### src/rtl/irq_collector.sv
module irq_collector #(
  parameter int NUM_SRC = 5,
  parameter int DATA_W  = 8
) (
  input  logic               clk,
  input  logic               rst_n,
  input  logic [NUM_SRC-1:0] evt_i,
  input  logic               wr_en,
  input  logic               rd_en,
  input  logic [1:0]         addr,
  input  logic [DATA_W-1:0]  wdata,
  output logic [DATA_W-1:0]  rdata,
  output logic               irq_o
);

  localparam logic [1:0] A_PEND = 2'd0;
  localparam logic [1:0] A_MASK = 2'd1;
  localparam logic [1:0] A_CTRL = 2'd2;
  localparam int PAD_W = DATA_W - NUM_SRC;

  logic [NUM_SRC-1:0] pend_q, mask_q, hit;
  logic               master_q, rd_pend;

  assign hit     = evt_i & mask_q & {NUM_SRC{master_q}};
  assign rd_pend = rd_en && addr == A_PEND;
  assign irq_o   = |pend_q;

  always_ff @(posedge clk or negedge rst_n) begin
    if (!rst_n) begin
      pend_q   <= '0;
      mask_q   <= '0;
      master_q <= 1'b0;
    end else begin
      pend_q <= (rd_pend ? '0 : pend_q) | hit;
      if (wr_en && addr == A_MASK) mask_q   <= wdata[NUM_SRC-1:0];
      if (wr_en && addr == A_CTRL) master_q <= wdata[0];
    end
  end

  always_comb begin
    case (addr)
      A_PEND:  rdata = {{PAD_W{1'b0}}, pend_q};
      A_MASK:  rdata = {{PAD_W{1'b0}}, mask_q};
      A_CTRL:  rdata = {{(DATA_W-1){1'b0}}, master_q};
      default: rdata = '0;
    endcase
  end

  for (genvar i = 0; i < NUM_SRC; i++) begin : g_chk

    flag_source_chk: assert property (@(posedge clk) disable iff (!rst_n)
      $rose(pend_q[i]) |-> $past(evt_i[i] && mask_q[i] && master_q));

    flag_set_chk: assert property (@(posedge clk) disable iff (!rst_n)
      (evt_i[i] && mask_q[i] && master_q) |=> pend_q[i]);
  end


  irq_hold_chk: assert property (@(posedge clk) disable iff (!rst_n)
    (irq_o && !rd_pend) |=> irq_o);

  irq_clear_chk: assert property (@(posedge clk) disable iff (!rst_n)
    (rd_pend && hit == '0) |=> !irq_o);

  same_cycle_chk: assert property (@(posedge clk) disable iff (!rst_n)
    (rd_pend && hit != '0) |=> irq_o);

endmodule

### config.mk
export PLATFORM = sky130hd
export DESIGN_NAME = irq_collector
export DESIGN_NICKNAME = d
export VERILOG_FILES = /design/src/rtl/irq_collector.sv
export SDC_FILE = /design/constraint.sdc
export NUM_CORES = 1
export LEC_CHECK = 0
export CAP_MARGIN = 20
export CORE_AREA = 2 2 47 49
export DETAILED_ROUTE_END_ITERATION = 12
export DIE_AREA = 0 0 49 51
export GPL_ROUTABILITY_DRIVEN = 0
export PLACE_DENSITY = 0.7
export SLEW_MARGIN = 5
export SYNTH_ARGS = -nofsm -noshare
export SYNTH_HDL_FRONTEND = slang
export SYNTH_SLANG_ARGS = --single-unit
### constraint.sdc
create_clock -name clk -period 1 [get_ports clk]
set_input_delay 0.25 -clock clk [delete_from_list [all_inputs] [get_ports clk]]
set_output_delay 0.25 -clock clk [all_outputs]
set_load 0.005 [all_outputs]
==> reports/qor.csv, run 1 <==
metric;value;unit
clock root buffer;clkbuf_4;
area of the mapped netlist;558;um2
vias;499;
register bit total from synthesis;11;
maximum fanout along the worst path;2;
Clock Latency Late Sink;0.26;ns
asr flop ratio synth;100;%
number of synthesized flops with an enable pin;0;
f_max;734;MHz
period utilisation layout;136;%
GRT Total Usage;11.8;%
largest net degree at the start of global routing;12;
drt pass-1 iters;3;
crit path capture;irq_o;
Via density;4.46;
slowest CP cell;dfrtp_1;
RSZ-0062 raised after global routing;true;
ant diodes;0;
CTS H-tree depth;1;
Final Net Count;104;
CTS Hold Buffers Added;0;
Post-DRT Antenna Nets;0;
die width;49;um
CP max stage delay;0.39;ns
instance count of the mapped netlist;45;
Slew Viols, Final;0;
WP data required;0.75;ns
Worst Setup SP;pend_q[0];
Core Region;0.00206;mm2
number of port buffers;21;
I/O pin count;28;
DP HPWL;999;um
Hold Violations, Final;0;
grt ovf;0;
area delta synth->final;66.1;%
RR Endpoint;master_q;
RR Startpoint;master_q;
row count;17;
P per Cell Area;1600;mW/mm2
Avg Synthesized Cell Area;12.4;um2
count leader, synth;dfrtp_1;
Startpoint Class;register;
first-pass GRT wire length;2150;um
crit-path cells;buf_4, nor3_2, nand2_1, buf_2;
dominant synthesized flop cell;dfrtp_1;
Synth area leaders;dfrtp_1 (49%), mux2_2 (12%), a32o_1 (9.0%);
Critical Path AT;1.11;ns
Synth top area share;49.3;%
Setup violations, final;6;
CTS Buffer Depth;2;
Seq/Total Area, Yosys;49.3;%
Num CTS Buffers;3;
cells on worst reg2reg path;2;
Setup Skew;0.00131;ns
WL final;1410;um
vias in the first global route;525;
share of cells above drive strength 1;42.9;%
total power;1.48;mW
chip height;51;um
Crit. End Element;output port;
minimum clock period;1.36;ns
Yosys warnings;0;
setup_tns;-1.64;ns
remaining routing DRC violations;0;
worst hold path type;in -> async;
area leader, netlist;dfrtp_1;
CTS tree;built;
Lkg Pwr;0.447;nW
initial antenna violation count;0;
r2r setup slk;0.09;ns
Max VDD drop;0.491;mV
status;finished, violations left;
clock net sink count;11;
clock transition at the registers of the reported paths;0.07;ns
DRT iter0 DRCs;8;
failing checks;setup timing;
commonest cells in the netlist;dfrtp_1 (11), mux2_2 (6), a32o_1 (5), mux2i_1 (5), nor2_1 (5);
Crit Path Category;reg -> out;
initial core utilization;27.0;%
final worst-path setup slack;-0.362;ns
DR WL/cell;12.6;um
post-synth cell types;13;
max-cap viol count;0;
die area;0.00250;mm2
## how the worst min path moves through the flow
stage / from / end
after global placement: pend_q[2] / pend_q[2]
after detailed placement: pend_q[3] / pend_q[3]
after global routing: rst_n / pend_q[2]
after floorplan: rst_n / mask_q[0]
after CTS: rst_n / pend_q[2]
final: rst_n / pend_q[2]
## cell families (layout without fill, tap and decap cells)
logic type	count (synthesis)	after routing	synth area share, %
AOI/OAI and AO/OA	6	6	9.86
buffers and inverters	5	42	8.07
DFF	11	11	49.3
muxes	11	11	21.1
other	1	3	0.672
and+or+nand+nor	11	11	11.0
## worst max-delay path, delay by kind of cell, from the launching register on
| kind | cells | cell delay, ns |
|---|---|---|
| buf+inv | 2 | 0.27 |
| flops | 1 | 0.39 |
| simple gates | 2 | 0.19 |
## state kept, by name (all words and copies together), names as in the netlist
signal	cells
pend_q	5
master_q	1
mask_q	5
## metal layers
metal  track usage, %  up-vias  share of wire, %
met5                0        -                 0
met1             11.9      246                44
met3             3.80        2               5.0
li1                 -      236                 -
met2             21.0       15                50
met4             7.62        0               1.2
## stage by stage
step	cell area (um2)	hold slack (ns)	instances	setup slack [ns]	utilization, %
after floorplan	573	-0.0456	47	-0.0846	-
after global placement	852	0.503	102	-0.826	41.3
after detailed placement	852	0.505	102	-0.826	41.3
after CTS	908	0.287	112	-0.349	44.0
after global routing	927	0.290	112	-0.420	44.9
final	927	0.284	112	-0.362	44.9
## final cells by class
cell class	instances	area (um2)
fillers	215	1140
clock buffers	4	26.3
multi-input cells	31	269
repair buffers	38	322
flip-flops and latches	11	275
well taps	28	35.0
## what timing repair did
item                       CTS  global route
buffers inserted             6             0
gates resized for setup     41             5
pin swaps                    9             4
setup endpoints to repair   17             8
## cells in the final DEF (no fill, tap or decap)
cell / count
conb_1: 3
or3b_4: 1
buf_4: 10
nand3b_1: 3
clkbuf_1: 1
a32o_1: 5
dlygate4sd2_1: 2
clkbuf_4: 3
mux2_2: 1
o21ai_1: 1
buf_2: 8
clkdlybuf4s50_1: 11
mux2_4: 5
dfrtp_1: 11
buf_6: 7
nand2_1: 1
nor2_1: 5
nor3_2: 1
mux2i_1: 5
## report_power, final
group,switching (mW),leakage (nW),internal [mW]
registers,0.0800,0.130,0.560
logic,0.181,0.302,0.370
clock network,0.140,0.0150,0.154
(Power assumes the default switching activity.)
==> run 2: changes to the inputs <==
--- a/config.mk
+++ b/config.mk
@@ -10,7 +10,6 @@
 export DETAILED_ROUTE_END_ITERATION = 12
 export DIE_AREA = 0 0 49 51
 export GPL_ROUTABILITY_DRIVEN = 0
-export PLACE_DENSITY = 0.7
 export SLEW_MARGIN = 5
 export SYNTH_ARGS = -nofsm -noshare
 export SYNTH_HDL_FRONTEND = slang
==> run 2 against run 1 <==
The run still ends with setup timing left. Sequential share of layout area shrank 2.3 points. Cell count grew 5.4%. Critical path depth is the same. Critical path type unchanged.
==> reports/qor.csv, run 2 (synthesized netlist as in run 1, its figures left out) <==
metric;value;unit;change
vias in the first global route;521;;-0.76%
DRT iter0 DRCs;9;;+1
Final Net Count;110;;+5.8%
CTS H-tree depth;1;;unchanged
clock root buffer;clkbuf_4;;
Num CTS Buffers;3;;unchanged
I/O pin count;28;;unchanged
RSZ-0062 raised after global routing;true;;
clock transition at the registers of the reported paths;0.07;ns;about the same
dpl cell area;845;um2;-0.88%
Max VDD drop;0.844;mV;+72%
final worst-path setup slack;-0.357;ns;+0.00423 ns
Largest regs;mask_q: 5 flops, pend_q: 5 flops, master_q: 1 flops;;
Crit. End Element;output port;;
total power;1.62;mW;+9.2%
WP data required;0.75;ns;about the same
Largest delay share family, worst path;flip-flops;;
DP Worst Slack;-0.836;ns;-0.0101 ns
period utilisation layout;136;%;-0.42 points
drt pass-1 iters;4;;+1
first-pass GRT wire length;2280;um;+5.8%
minimum clock period;1.36;ns;-0.00423 ns
Lkg Pwr;0.486;nW;+8.7%
status;finished, violations left;;
Hold Violations, Final;0;;unchanged
vias;527;;+5.6%
chip height;51;um;unchanged
max-cap viol count;0;;unchanged
largest net degree at the start of global routing;12;;unchanged
remaining routing DRC violations;0;;unchanged
DR WL/cell;12.3;um;-1.8%
crit path capture;rdata[1];;
GRT Total Usage;12.4;%;+0.62 points
most common cell after layout, fill and taps aside;buf_4;;
Non-Filler Instances;118;;+5.4%
share of cells above drive strength 1;47.8;%;+4.9 points
Worst Setup SP;pend_q[1];;
worst hold path type;in -> async;;
design area;0.00100;mm2;+8.4%
P per Cell Area;1610;mW/mm2;+0.76%
maximum fanout along the worst path;2;;unchanged
Setup violations, final;6;;unchanged
area delta synth->final;80.0;%;
Clock Latency Late Sink;0.26;ns;about the same
Core Region;0.00206;mm2;unchanged
grt ovf;0;;unchanged
clock net sink count;11;;unchanged
failing checks;setup timing;;
WL final;1460;um;+3.4%
Post-DRT Antenna Nets;0;;unchanged
CTS tree;built;;
CP max stage delay;0.42;ns;+0.03 ns
die area;0.00250;mm2;unchanged
ant diodes;0;;unchanged
DP HPWL;933;um;-6.6%
Crit path buffers/inverters;2;;unchanged
Crit Path Category;reg -> out;;
initial core utilization;27.0;%;unchanged
crit-path cells;buf_6, mux2i_1, nor2_1, buf_2;;
Setup Skew;0.000157;ns;-0.00116 ns
die width;49;um;unchanged
row count;17;;unchanged
r2r setup slk;0.05;ns;-0.04 ns
CTS Buffer Depth;2;;unchanged
initial antenna violation count;0;;unchanged
most frequent cells in the layout;buf_4 (14), clkdlybuf4s50_1 (11), dfrtp_1 (11), buf_6 (10), buf_2 (6);;
Startpoint Class;register;;
WP depth;4;;unchanged
Via density;4.47;;+0.24%
cells on worst reg2reg path;3;;+1
f_max;737;MHz;+0.31%
Slew Viols, Final;0;;unchanged
Critical Path AT;1.11;ns;about the same
RR Startpoint;pend_q[0];;
RR Endpoint;pend_q[0];;
placed cells;101;;-0.98%
final core occ;48.7;%;+3.8 points
number of port buffers;21;;unchanged
slowest CP cell;dfrtp_1;;
run 2: cell types whose count changed in the layout (fill, tap and decap cells not counted):
cell	change
buf_8	+1
nor3_2	-1
buf_4	+4
buf_2	-2
nor2_2	+1
buf_6	+3
nor3_4	+1
nor2_1	-1
run 2: cell type report:
type                       instances  area, um2
fill                             195       1060
timing repair buffer              44        390
multi-input combinational         31        278
sequential                        11        275
tap                               28       35.0
clock buffer                       4       26.3
run 2: metrics by stage:
| step | hold WS [ns] | TNS [ns] |
|---|---|---|
| after CTS | 0.265 | -2.40 |
| after detailed placement | 0.508 | -11.67 |
| after floorplan | -0.0456 | -0.637 |
| after global placement | 0.500 | -11.73 |
| after global routing | 0.290 | -2.14 |
| final | 0.274 | -1.76 |
run 2: timing repair:
| item | in CTS | in global routing |
|---|---|---|
| hold buffers | 0 | 0 |
| buffers inserted | 13 | 2 |
| gates resized for setup | 48 | 8 |
| cloned | 0 | 0 |
| endpoints found under the setup margin | 17 | 16 |
| pin swaps | 9 | 6 |
run 2: metal layers:
| layer | share of wire, % | GRT usage [%] |
|---|---|---|
| met1 | 44 | 14.4 |
| met2 | 50 | 21.5 |
| met3 | 4.9 | 2.34 |
| met4 | 0.82 | 7.14 |
| met5 | 0 | 0 |
run 2: worst min path at each step:
| stage | to | cells after the start | slack (ns) |
|---|---|---|---|
| 3_3_place_gp | pend_q[4] | 1 | 0.50 |
| 3_5_place_dp | pend_q[3] | 1 | 0.51 |
| 5_1_grt | pend_q[4] | 2 | 0.29 |
| 6_report | mask_q[4] | 2 | 0.27 |
| 2_1_floorplan | mask_q[0] | 0 | -0.05 |
| 4_1_cts | mask_q[1] | 2 | 0.26 |
run 2: power by group:
part	leakage (nW)	switching [mW]	total, mW	internal [mW]
logic	0.341	0.216	0.666	0.450
registers	0.130	0.0933	0.653	0.559
clock network	0.0150	0.148	0.303	0.154
total	0.486	0.458	1.62	1.16
